--- src/rtl/tick_pkg.sv ---
package tick_pkg;
    localparam int DATA_W    = 32;
    localparam int REG_COUNT = 4;
    // register slots, selected by address bits [3:2]
    localparam int IX_CTRL   = 0;
    localparam int IX_LOAD   = 1;
    localparam int IX_CUR    = 2;
    localparam int IX_CAL    = 3;
    // control/status bit positions
    localparam int CTRL_EN   = 0;
    localparam int CTRL_IE   = 1;
    localparam int CTRL_FLAG = 16;
endpackage

--- src/rtl/tick_decode.sv ---
module tick_decode #(
    parameter int ADDR_W = 4,
    parameter int NREG   = 4
) (
    input  logic              sel,
    input  logic              wr,
    input  logic              word,
    input  logic [ADDR_W-1:0] addr,
    output logic [NREG-1:0]   wr_sel,
    output logic [NREG-1:0]   rd_sel
);
    localparam int IDX_W = ADDR_W - 2;

    logic legal;
    assign legal = sel && word && (addr[1:0] == 2'b00);

    generate
        for (genvar i = 0; i < NREG; i++) begin : g_slot
            logic match;
            assign match     = legal && (addr[ADDR_W-1:2] == IDX_W'(i));
            assign wr_sel[i] = match && wr;
            assign rd_sel[i] = match && !wr;
        end
    endgenerate
endmodule

--- src/rtl/tick_counter.sv ---
module tick_counter #(
    parameter int CNT_W = 24
) (
    input  logic             clk,
    input  logic             rst_n,
    input  logic             adv,
    input  logic             clr,
    input  logic [CNT_W-1:0] reload,
    output logic [CNT_W-1:0] cnt,
    output logic             hit
);
    localparam logic [CNT_W-1:0] ONE = CNT_W'(1);

    typedef struct packed {
        logic [CNT_W-1:0] cnt;
    } cnt_state_t;

    cnt_state_t s_d, s_q;

    always_comb begin
        s_d = s_q;
        hit = 1'b0;
        if (clr) begin
            s_d.cnt = '0;
        end else if (adv) begin
            if (s_q.cnt == '0) begin
                s_d.cnt = reload;
            end else begin
                s_d.cnt = s_q.cnt - ONE;
                hit     = (s_q.cnt == ONE);
            end
        end
    end

    always_ff @(posedge clk or negedge rst_n) begin
        if (!rst_n) s_q <= '0;
        else        s_q <= s_d;
    end

    assign cnt = s_q.cnt;
endmodule

--- src/rtl/tick_timer.sv ---
module tick_timer
    import tick_pkg::*;
#(
    parameter int          ADDR_W    = 4,
    parameter int          CNT_W     = 24,
    parameter logic [31:0] CALIB_VAL = 32'h0000_0004
) (
    input  logic              clk,
    input  logic              rst_n,
    input  logic              tick_en,
    input  logic              dbg_halt,
    input  logic              bus_sel,
    input  logic              bus_wr,
    input  logic              bus_word,
    input  logic [ADDR_W-1:0] bus_addr,
    input  logic [31:0]       bus_wdata,
    output logic [31:0]       bus_rdata,
    output logic              irq
);
    typedef struct packed {
        logic             en;
        logic             ie;
        logic             flag;
        logic             irq;
        logic [CNT_W-1:0] reload;
    } ctl_state_t;

    ctl_state_t st_d, st_q;

    logic [REG_COUNT-1:0] wr_sel, rd_sel;
    logic [CNT_W-1:0]     cnt_val;
    logic                 hit;
    logic                 adv;
    logic                 en_q, ie_q, flag_q;
    logic [CNT_W-1:0]     reload_q;
    logic                 cur_wr, load_wr;
    logic [DATA_W-1:0]    ctrl_word;
    logic [DATA_W-1:0]    rview [REG_COUNT];

    tick_decode #(.ADDR_W(ADDR_W), .NREG(REG_COUNT)) u_dec (
        .sel    (bus_sel),
        .wr     (bus_wr),
        .word   (bus_word),
        .addr   (bus_addr),
        .wr_sel (wr_sel),
        .rd_sel (rd_sel)
    );

    assign en_q     = st_q.en;
    assign ie_q     = st_q.ie;
    assign flag_q   = st_q.flag;
    assign reload_q = st_q.reload;
    assign cur_wr   = wr_sel[IX_CUR];
    assign load_wr  = wr_sel[IX_LOAD];
    assign adv      = tick_en && en_q && !dbg_halt;

    tick_counter #(.CNT_W(CNT_W)) u_cnt (
        .clk    (clk),
        .rst_n  (rst_n),
        .adv    (adv),
        .clr    (cur_wr),
        .reload (reload_q),
        .cnt    (cnt_val),
        .hit    (hit)
    );

    always_comb begin
        st_d     = st_q;
        st_d.irq = 1'b0;
        if (wr_sel[IX_CTRL]) begin
            st_d.en = bus_wdata[CTRL_EN];
            st_d.ie = bus_wdata[CTRL_IE];
        end
        if (load_wr) begin
            st_d.reload = bus_wdata[CNT_W-1:0];
        end
        if (rd_sel[IX_CTRL] || cur_wr) begin
            st_d.flag = 1'b0;
        end
        if (hit) begin
            st_d.flag = 1'b1;
            st_d.irq  = st_q.ie;
        end
    end

    always_ff @(posedge clk or negedge rst_n) begin
        if (!rst_n) st_q <= '0;
        else        st_q <= st_d;
    end

    always_comb begin
        ctrl_word            = '0;
        ctrl_word[CTRL_EN]   = st_q.en;
        ctrl_word[CTRL_IE]   = st_q.ie;
        ctrl_word[CTRL_FLAG] = st_q.flag;
    end

    assign rview[IX_CTRL] = ctrl_word;
    assign rview[IX_LOAD] = DATA_W'(st_q.reload);
    assign rview[IX_CUR]  = DATA_W'(cnt_val);
    assign rview[IX_CAL]  = CALIB_VAL;

    always_comb begin
        bus_rdata = '0;
        for (int i = 0; i < REG_COUNT; i++) begin
            if (rd_sel[i]) bus_rdata = bus_rdata | rview[i];
        end
    end

    assign irq = st_q.irq;
endmodule

--- config.mk ---
export PLATFORM = sky130hd
export DESIGN_NAME = tick_timer
export DESIGN_NICKNAME = d
export VERILOG_FILES = /design/src/rtl/tick_pkg.sv /design/src/rtl/tick_decode.sv /design/src/rtl/tick_counter.sv /design/src/rtl/tick_timer.sv
export SDC_FILE = /design/constraint.sdc
export NUM_CORES = 1
export LEC_CHECK = 0
export BUFFER_PORTS_ARGS = -buffer_cell sky130_fd_sc_hd__buf_2
export CORE_MARGIN = 1
export CORE_UTILIZATION = 45
export DETAILED_ROUTE_END_ITERATION = 7
export PLACE_DENSITY = 0.72
export SLEW_MARGIN = 20
export SYNTH_ARGS = -nofsm -noshare
export SYNTH_HDL_FRONTEND = slang
export SYNTH_SLANG_ARGS = --single-unit
--- constraint.sdc ---
create_clock -name clk -period 2.4 [get_ports clk]
set_input_delay 0.24 -clock clk [delete_from_list [all_inputs] [get_ports clk]]
set_output_delay 0.24 -clock clk [all_outputs]
set_load 0.005 [all_outputs]
After elaboration in Yosys (flattened, before gate mapping)
Cells that the tools add are included.
W data, S select, Z words.
- eq/ne operators: 4
- add/subtract/negate cells: 1
- multiplexer cells: 12
- reductions and logical operators: 23
- bitwise gates (word level): 2
- operators by type and width (kind ; number):
    $mux W24 ; 3
    $mux W32 ; 2
    $or A32 B24 Y32 ; 2
    $eq A24 B1 Y1 const B ; 1
    $logic_not A24 Y1 ; 1
    $sub A24 B1 Y24 const B ; 1
    $mux W17 ; 1
    $logic_and A1 B1 Y1 ; 15
    $eq A2 B2 Y1 const B ; 2
    $logic_not A2 Y1 ; 2
    $mux W1 ; 4
    $reduce_bool A2 Y1 ; 2
    $mux W3 ; 1
    $eq A2 B1 Y1 const B ; 1
    $logic_not A1 Y1 ; 2
    $mux W2 ; 1
    $logic_or A1 B1 Y1 ; 1
- logic and storage cells: 48
- register bits: 52
- output and inout bits: 33

Logic depth before layout (Yosys ltp)
- word-level depth: 10
- depth in mapped cells: 9

Modules after synthesis
A second synthesis with hierarchy kept.
- cells, all modules: 324
- area, all modules: 3389.5 µm²
- modules (own cells, without submodules) (module ; instances ; cells each ; seq. area each (µm²) ; area an instance (µm²)):
    tick_counter ; 1 ; 209 ; 600.6 ; 1838.0
    tick_timer ; 1 ; 102 ; 700.7 ; 1455.1
    tick_decode ; 1 ; 13 ; 0.0 ; 96.3

Worst setup path after synthesis
Ideal clock, no wire load.
- path type: reg2reg
- start: register u_cnt.s_q, in the netlist u_cnt.cnt[16]
- end: register u_cnt.s_q, in the netlist u_cnt.cnt[21]
- arrival: 2204 ps
- path buffers: 3
- setup time: 122 ps
- stages on the path, launching flop included: 9
- path slack: 74 ps
- cell sequence: dfrtp_1 or4_1 buf_2 nand4bb_1 buf_2 or2_1 buf_6 mux2_4 a32o_1
- longest elaborated chain between the ends: 4
- ends and longest elaborated chain (element ; RTL line ; RTL):
    start: declaration ; tick_counter.sv:18 ; cnt_state_t s_d, s_q;
    start signal: assignment ; tick_counter.sv:36 ; if (!rst_n) s_q <= '0;
    start signal: assignment ; tick_counter.sv:37 ; else s_q <= s_d;
    $sub A24 B1 Y24 or $logic_not A24 Y1 (tied branches) ; tick_counter.sv:29, tick_counter.sv:26 ;
    $mux W24 * ; tick_counter.sv:26 ; if (s_q.cnt == '0) begin
    $mux W24 * ; tick_counter.sv:25 ; end else if (adv) begin
    $mux W24 * ; tick_counter.sv:23 ; if (clr) begin
Mark *: on every way between the ends. The rest lies on a longest branch, timed or not. The select of a mux whose other input is x is not followed.
A chain may end at the register's enable or synchronous reset.

Worst setup path in the final report
- start: register u_cnt.s_q, in the netlist u_cnt.cnt[19]
- end: register u_cnt.s_q, in the netlist u_cnt.cnt[21]
The elaborated chain is that of the path after synthesis.

==> summary.md <==
| Metric | Value |
|---|---|
| Outcome | complete, no violations |
| Fmax | 437 MHz |
| Setup TNS | 0 ns |
| Placed instance count | 458 |
| Final setup violation count | 0 |
| Worst r2r dst | u_cnt.cnt[21] |
| Power Dens Cells | 1170 nW/um^2 |
| Detailed Route WL | 8280 um |
| Initial core utilization | roughly 48% |
| Final Cycle Share | between 90% and 100% |
| Synth Warn # | 0 |
| Syn Inst Count | 316 |
| Io pins | 76 |
| GR Overflow Total | 0 |
| Sequential fraction of the synthesis area | 41.7% |
| Hold path startpoint | bus_wdata[10] |
| R2r setup slk | 0.11 ns |
| Initial antenna violation count | 0 |
| Clock skew | 0.00497 ns |
| Chip height | about 85 um |
| TritonCTS Buffers | 5 |
| Average size of a mapped cell | 9.87 um^2 |
| Slew HR | 53.6% |
| Die Width | 85.2 um |
| RSZ-0062 raised after global routing | false |
| Critical path type | reg -> reg |
| ANT cells | 0 |
| Critical Path AT | 2.49 ns |
| Register-to-Register Path Depth | 6 |
| Fin. Hold Viols | 0 |
| Syn Std Cell Area | 3120 um^2 |
| Post-synth EDFFs | 0 |
| Worst path slowest cell | or4_4 |
| Row cnt | 29 |
| Vias | 2868 |
| Hpwl dp | 5780 um |
| Post-route ant nets | 0 |
| Most common cell after layout, fill and taps aside | buf_2 |
| CTS max path bufs | 2 |
| CTS Sinks | 52 |
| CTS tree | built |
| FF+latch count, synth | 52 |
| Worst path bufs/invs | 1 |
| CTS Root Cell | clkbuf_8 |
| Most frequent cells in the layout | buf_2, dfrtp_1, o21ai_0, buf_4, mux2_2 |
| H-Tree Level Count | 2 |
| Share of cells above drive strength 1 | 33.7% |
| Wire length per cell | 17.8 um |
| Non-Filler Instances | 466 |
| Crit-path cells | or4_4, nand4bb_1, buf_4, or2_1, mux2_4, a32o_1 |
| Nets | about 440 |
| First-pass DRT Iterations | 5 |
| DR iter-0 viols | 281 |
| Primary FF master, synth | dfrtp_1 |
| Reg clk slew, reported paths | 0.09 ns |
| Pre-CTS setup slack | -0.0175 ns |
| Fin. max-slew vios | 0 |
| Largest net degree at the start of global routing | 29 |
| Slowest stage delay, CP | 0.54 ns |
| Clock Latency Late Sink | 0.30 ns |
| Post-route cell area | 3740 um^2 |
| CP max FO | 10 |
| PortBufs | 59 |
| Fin crit period | 2.29 ns |
| Area grow syn2layout | 20.1% |
| Vias per inst | 6.15 |
| First-pass GRT wire length | 13300 um |
| Worst path required time | 2.60 ns |
| Total GRT Usage | 23.2% |
| Hold Path Class | in -> reg |
| Leak | ~1.8 nW |
| Crit-path leading delay family | simple AND/OR/NAND/NOR gates |
| Worst hold path endpoint | reload_q[10] |
| WHS Path Cells | 2 |
| Ys async rst share | 100% |
| CP Capture Type | flip-flop |
| Placer Congestion | 0.868 |
| Worst Tran Pin Value | a little under 0.7 ns |
| Worst vdd rail ir drop | 0.000577 V |
| CP Launch Type | flip-flop |
| Placed instance area | roughly 3600 um^2 |
| Max-cap violation count | 0 |
| Drt drc | 0 |
| CORE AREA | 6530 um^2 |
| Count of cell types in the netlist | 47 |
| Vias in the first global route | 2641 |
| Critical R2R Launch | u_cnt.cnt[19] |
| Die Area | 7270 um^2 |
| Post-layout util | 57.3% |
| Worst setup margin | 0.113 ns |
==> cell families (layout without fill, tap and decap cells) <==
group	Yosys count	count (layout)	share of synthesized area [%]
adders and majority gates	3	3	1.20
muxes	36	36	12.7
DFF	52	52	41.7
other	1	8	0.120
buffers and inverters	40	106	6.22
AOI/OAI and AO/OA	96	96	21.7
xor gates and xnor gates	2	2	0.562
and+or+nand+nor	86	86	15.8
==> metrics by stage <==
stage / hold slack [ns] / total power [mW]
5_1_grt: 0.150 / 4.69
2_1_floorplan: -0.0556 / 2.93
4_1_cts: 0.158 / 4.33
3_5_place_dp: 0.324 / 3.76
6_report: 0.162 / 4.40
3_3_place_gp: 0.317 / 3.70
==> Yosys cell counts (4+ instances only) <==
cell type,instances,area share [%]
a21oi_1,6,0.96
a22o_1,20,5.6
a32oi_1,12,3.4
buf_2,5,0.80
buf_4,8,1.9
clkbuf_1,18,2.2
dfrtp_1,52,42
inv_1,8,0.96
mux2_2,25,9.0
mux2i_1,10,3.2
nand2_1,19,2.3
nand3_1,4,0.64
nor2_1,18,2.2
nor3_1,7,1.1
nor4_1,5,1.0
o21ai_0,31,5.0
o22ai_1,6,1.2
o2bb2ai_1,8,2.2
o31ai_1,6,1.4
or4_1,4,0.96
==> how the worst max path moves through the flow <==
stage / startpoint / cells past startpoint / endpoint
floorplan: u_cnt.cnt[16] / 8 / u_cnt.cnt[21]
global placement: u_cnt.cnt[19] / 5 / u_cnt.cnt[16]
detailed placement: u_cnt.cnt[19] / 5 / u_cnt.cnt[2]
CTS: u_cnt.cnt[19] / 6 / u_cnt.cnt[21]
global route: u_cnt.cnt[19] / 7 / u_cnt.cnt[7]
finish: u_cnt.cnt[19] / 6 / u_cnt.cnt[21]
==> layer usage <==
| layer | part of all wire (%) | wire, um | vias to the layer above | global-route usage, % |
|---|---|---|---|---|
| met1 | 46 | 3790 | 1393 | 33.0 |
| met4 | 1.6 | 131 | 0 | 6.32 |
| met3 | 5.6 | 465 | 15 | 3.21 |
| li1 | - | - | 1326 | - |
| met5 | 0 | 0 | - | 0 |
| met2 | 47 | 3900 | 134 | 37.0 |
==> flip-flops by register name (all words and copies together) (netlist names) <==
name       cells
ie_q           1
u_cnt.cnt     24
en_q           1
irq            1
flag_q         1
reload_q      24
==> report_power, final <==
part	internal [mW]	leakage (nW)	switching, mW
clock	0.258	0.0503	0.286
combinational	1.14	1.09	1.30
sequential	1.11	0.695	0.311
==> repair_timing <==
action / 4_1_cts / 5_1_grt
gates resized for setup: 1 / 2
hold buffers: 1 / 0
setup endpoints to repair: 1 / 17
pin swaps: 0 / 1
buffers inserted: 0 / 0
hold endpoints to repair: 20 / 0
==> final cells by class <==
| class | count | area [um^2] |
|---|---|---|
| inverter | 8 | 30.0 |
| multi-input combinational | 231 | 1670 |
| timing repair buffer | 91 | 551 |
| clock buffer | 7 | 96.3 |
| tap | 77 | 96.3 |
| fill | 585 | 2790 |
| sequential | 52 | 1300 |
No activity file was read; power rests on OpenSTA's default activity.
